[src/rtl/lduse_pkg.sv]
package lduse_pkg;
  typedef enum logic [1:0] {
    KIND_ALU    = 2'd0,
    KIND_LOAD   = 2'd1,
    KIND_STORE  = 2'd2,
    KIND_BRANCH = 2'd3
  } kind_e;

  // Stage in which a consumer needs a source value.
  typedef enum logic [1:0] {
    NEED_NONE = 2'd0,
    NEED_EX   = 2'd1,
    NEED_MEM  = 2'd2,
    NEED_ID   = 2'd3
  } need_e;

  localparam int NSRC = 2;
endpackage

[src/rtl/lduse_need_map.sv]
module lduse_need_map
  import lduse_pkg::*;
(
  input  kind_e kind,
  input  logic  a_en,
  input  logic  b_en,
  output need_e need_a,
  output need_e need_b
);
  need_e raw_a;
  need_e raw_b;

  always_comb begin
    unique case (kind)
      KIND_ALU:    begin raw_a = NEED_EX; raw_b = NEED_EX;   end
      KIND_LOAD:   begin raw_a = NEED_EX; raw_b = NEED_NONE; end
      KIND_STORE:  begin raw_a = NEED_EX; raw_b = NEED_MEM;  end
      KIND_BRANCH: begin raw_a = NEED_ID; raw_b = NEED_ID;   end
      default:     begin raw_a = NEED_NONE; raw_b = NEED_NONE; end
    endcase
  end

  assign need_a = a_en ? raw_a : NEED_NONE;
  assign need_b = b_en ? raw_b : NEED_NONE;
endmodule

[src/rtl/lduse_src_check.sv]
module lduse_src_check
  import lduse_pkg::*;
#(
  parameter int REG_W = 5
) (
  input  logic [REG_W-1:0] src,
  input  need_e            need,
  input  logic             ex_is_load,
  input  logic             ex_wr_en,
  input  logic [REG_W-1:0] ex_dst,
  input  logic             mem_is_load,
  input  logic             mem_wr_en,
  input  logic [REG_W-1:0] mem_dst,
  output logic             hit
);
  logic ex_match;
  logic mem_match;

  assign ex_match  = ex_wr_en  && (ex_dst  != '0) && (ex_dst  == src);
  assign mem_match = mem_wr_en && (mem_dst != '0) && (mem_dst == src);

  always_comb begin
    unique case (need)
      NEED_EX:  hit = ex_match && ex_is_load;
      NEED_ID:  hit = ex_match || (mem_match && mem_is_load);
      default:  hit = 1'b0;
    endcase
  end
endmodule

[src/rtl/lduse_stall_ctrl.sv]
module lduse_stall_ctrl
  import lduse_pkg::*;
#(
  parameter int REG_W = 5
) (
  input  logic             clk,
  input  logic             rst_n,
  input  logic [REG_W-1:0] id_src_a,
  input  logic             id_src_a_en,
  input  logic [REG_W-1:0] id_src_b,
  input  logic             id_src_b_en,
  input  logic [1:0]       id_kind,
  input  logic             ex_is_load,
  input  logic             ex_wr_en,
  input  logic [REG_W-1:0] ex_dst,
  input  logic             mem_is_load,
  input  logic             mem_wr_en,
  input  logic [REG_W-1:0] mem_dst,
  output logic             pc_we,
  output logic             ifid_we,
  output logic             idex_bubble
);
  need_e            need [NSRC];
  logic [REG_W-1:0] srcs [NSRC];
  logic [NSRC-1:0]  hits;
  logic             armed_q;
  logic             stall;

  lduse_need_map u_map (
    .kind   (kind_e'(id_kind)),
    .a_en   (id_src_a_en),
    .b_en   (id_src_b_en),
    .need_a (need[0]),
    .need_b (need[1])
  );

  assign srcs[0] = id_src_a;
  assign srcs[1] = id_src_b;

  for (genvar i = 0; i < NSRC; i++) begin : g_src
    lduse_src_check #(.REG_W(REG_W)) u_chk (
      .src         (srcs[i]),
      .need        (need[i]),
      .ex_is_load  (ex_is_load),
      .ex_wr_en    (ex_wr_en),
      .ex_dst      (ex_dst),
      .mem_is_load (mem_is_load),
      .mem_wr_en   (mem_wr_en),
      .mem_dst     (mem_dst),
      .hit         (hits[i])
    );
  end

  // Pipeline holds only bubbles in the first cycle after reset release.
  always_ff @(posedge clk or negedge rst_n) begin
    if (!rst_n) armed_q <= 1'b0;
    else        armed_q <= 1'b1;
  end

  assign stall       = rst_n && armed_q && (|hits);
  assign pc_we       = !stall;
  assign ifid_we     = !stall;
  assign idex_bubble = stall;
endmodule

[config.mk]
export PLATFORM = sky130hd
export DESIGN_NAME = lduse_stall_ctrl
export DESIGN_NICKNAME = d
export VERILOG_FILES = /design/src/rtl/lduse_pkg.sv /design/src/rtl/lduse_need_map.sv /design/src/rtl/lduse_src_check.sv /design/src/rtl/lduse_stall_ctrl.sv
export SDC_FILE = /design/constraint.sdc
export NUM_CORES = 1
export LEC_CHECK = 0
export ABC_AREA = 0
export BUFFER_PORTS_ARGS = -buffer_cell sky130_fd_sc_hd__buf_4
export CORE_AREA = 4 4 41 43
export CTS_CLUSTER_SIZE = 8
export DETAILED_ROUTE_END_ITERATION = 16
export DIE_AREA = 0 0 45 47
export PLACE_DENSITY = 0.74
export REMOVE_ABC_BUFFERS = 1
export SLEW_MARGIN = 25
export SYNTH_ARGS = -nofsm -noshare
export SYNTH_HDL_FRONTEND = slang
export SYNTH_HIERARCHICAL = 1
export SYNTH_SLANG_ARGS = --single-unit
[constraint.sdc]
create_clock -name clk -period 4.6 [get_ports clk]
set_clock_uncertainty 0.1 [all_clocks]
set_input_delay 1.15 -clock clk [delete_from_list [all_inputs] [get_ports clk]]
set_output_delay 1.15 -clock clk [all_outputs]
set_load 0.02 [all_outputs]
==> results.toml <==
[timing]
final-max-slew-violation-count = 0
finalHoldViolations = 0
whs_ns = 0.843
fmax_mhz = 260
setup_viol = 0
period_share_pct = 83.5
grt_setup_unrepaired = "no"
finalSetupTns_ns = 0
period_minus_slack_ns = 3.84

[critical_path]
end_kind = "output pin"
critPathMaxFanout = 2
worst-path-stages = 7
critical-path-max-stage-delay_ns = 0.42
worstSetupPathType = "in2out"
cp.required_ns = 3.35
crit_path_frequent_cell = "buf_4"
worstSetupStartpointType = "input port"
cp_top_family = "compound AO/OA/AOI/OAI gates"
cp_slowest_cell = "o41ai_2"
crit_arrival_ns = 2.59
worst-path-buf-inv = 2
path_cells = "buf_4 -> ha_1 -> and2_2 -> nand4_1 -> o41ai_2 -> o211a_1 -> buf_4"

[pwr]
p_switching_w = 0.0000228
internal_power_w = 0.0000390
power_frac_comb_pct = 84.2
p_leak_nw = 0.290
total_power_w = 0.0000618
clkPwrFrac_pct = 0
ir_drop_mv = 0.0628
p_seq_share_pct = 15.8
power.density_mw_per_mm2 = 93.4
switching_share_pct = 36.9

[global_routing]
grt_pass1_wl_um = 2260
grt_pass1_vias = 568
grt_max_degree = 5
gr-total-overflow = 0
antenna_found_initial = 0
track_usage_pct = 13.9

[cells_and_area]
diodes = 0
largest_reg_flops = 1
syn2layout_area_growth_pct = 58.4
top_register = "armed_q"
final_cell_mix = "buf_4, xnor2_1, nand3_1"
fin_nets = 116
final_common_cell = "buf_4"
drive_above_1_share_pct = 43.9
reg_top3 = "armed_q (1)"

[placed_design]
dpl.hpwl_um = 1320
io_buffers = 32
gp_congestion = 0.833

[clock_tree]
hold_buffers = 0
cts_setup_buffers = 0
cts_resized = 0
clk_pin_slew_ns = 0

[hold_path]
hp-class = "in2async"

[die]
rows = 13
die_w_um = 45
die_h_um = 47
dieArea_mm2 = 0.00212
start_util_pct = 32.1
core_area_mm2 = 0.00130
num_io_pins = 33

[logic_synthesis]
synth.ff_latch_count = 1
synth_area_um2 = 418
syn_area_per_cell_um2 = 8.04
ys_types = 22
synthCells = 52
yosysSeqAreaShare_pct = 5.99
ys_warn_count = 6

[routing]
wl_met3_um = 143
top_layer_used = "met4"
vias = 532
drtIter0Drc = 6
route.met2.wl_um = 712
first_pass_iters = 4
drc = 0
postRouteAntennaNets = 0
drt-vias-per-instance = 5.48
drt_wl_total_um = 1440
post_drt_wl_per_cell_um = 14.9
drt-met1-wl_um = 550

[run]
drv_cap = 0

[outcome]
status = "finished clean"
per-layer routing:
metal  vias up  GRT usage (%)
met2        30           27.7
met3         4           1.92
met4         0           4.68
li1        255              -
met5         -              0
met1       243           14.7
layout make-up:
class                           instances  area, µm²
Fill cell                             134        639
Inverter                                1       3.75
Multi-Input combinational cell         48        374
Sequential cell                         1       25.0
Tap cell                               15       18.8
Timing Repair Buffer                   32        240
how the worst max path moves through the flow:
stage                           from     endpoint  slack, ns
after floorplan           id_kind[0]      ifid_we       0.78
after global placement    id_kind[0]        pc_we       0.88
after detailed placement  id_kind[1]  idex_bubble       0.78
after CTS                 id_kind[1]  idex_bubble       0.77
after global routing      id_kind[1]  idex_bubble       0.73
final                     id_kind[1]  idex_bubble       0.76
stage by stage:
stage                     utilization, %  cells  area, µm²  worst slack (ns)
after floorplan                        -     50        403             0.778
after global placement              50.9     97        662             0.883
after detailed placement            50.9     97        662             0.777
after CTS                           50.9     97        662             0.774
after global routing                50.9     97        662             0.734
final                               50.9     97        662             0.760
power groups by stage:
stage | clock (W) | combinational, W | sequential [W]
2_1_floorplan | 0 | 0.0000205 | 0.00000958
3_3_place_gp | 0 | 0.0000507 | 0.00000962
3_5_place_dp | 0 | 0.0000518 | 0.00000975
4_1_cts | 0 | 0.0000520 | 0.00000975
5_1_grt | 0 | 0.0000570 | 0.00000977
6_report | 0 | 0.0000521 | 0.00000975
synthesized netlist by cell type:
library cell / number / share of area (%)
conb_1: 1 / 0.90
xor2_1: 2 / 4.2
ha_1: 2 / 6.0
a21oi_1: 2 / 2.4
nand2_1: 2 / 1.8
o2111ai_1: 2 / 4.2
and2_2: 2 / 3.6
inv_1: 1 / 0.90
nor2_1: 2 / 1.8
buf_4: 2 / 3.6
o41ai_2: 2 / 7.8
a211o_1: 2 / 4.2
o21a_1: 1 / 1.8
o211ai_1: 1 / 1.8
nor3_1: 2 / 2.4
o211a_1: 1 / 2.4
nor4_1: 2 / 3.0
xnor2_1: 14 / 29
o41ai_1: 2 / 4.2
dfrtp_1: 1 / 6.0
nand4_1: 2 / 3.0
nand3_1: 4 / 4.8
cell families after synthesis:
family	after synthesis	synth area share, %
fa+ha+maj	2	5.99
compound gates	13	28.7
other cells	1	0.897
buf+inv	3	4.49
simple gates	16	20.4
flops	1	5.99
xor+xnor	16	33.5
(Power assumes the default switching activity.)
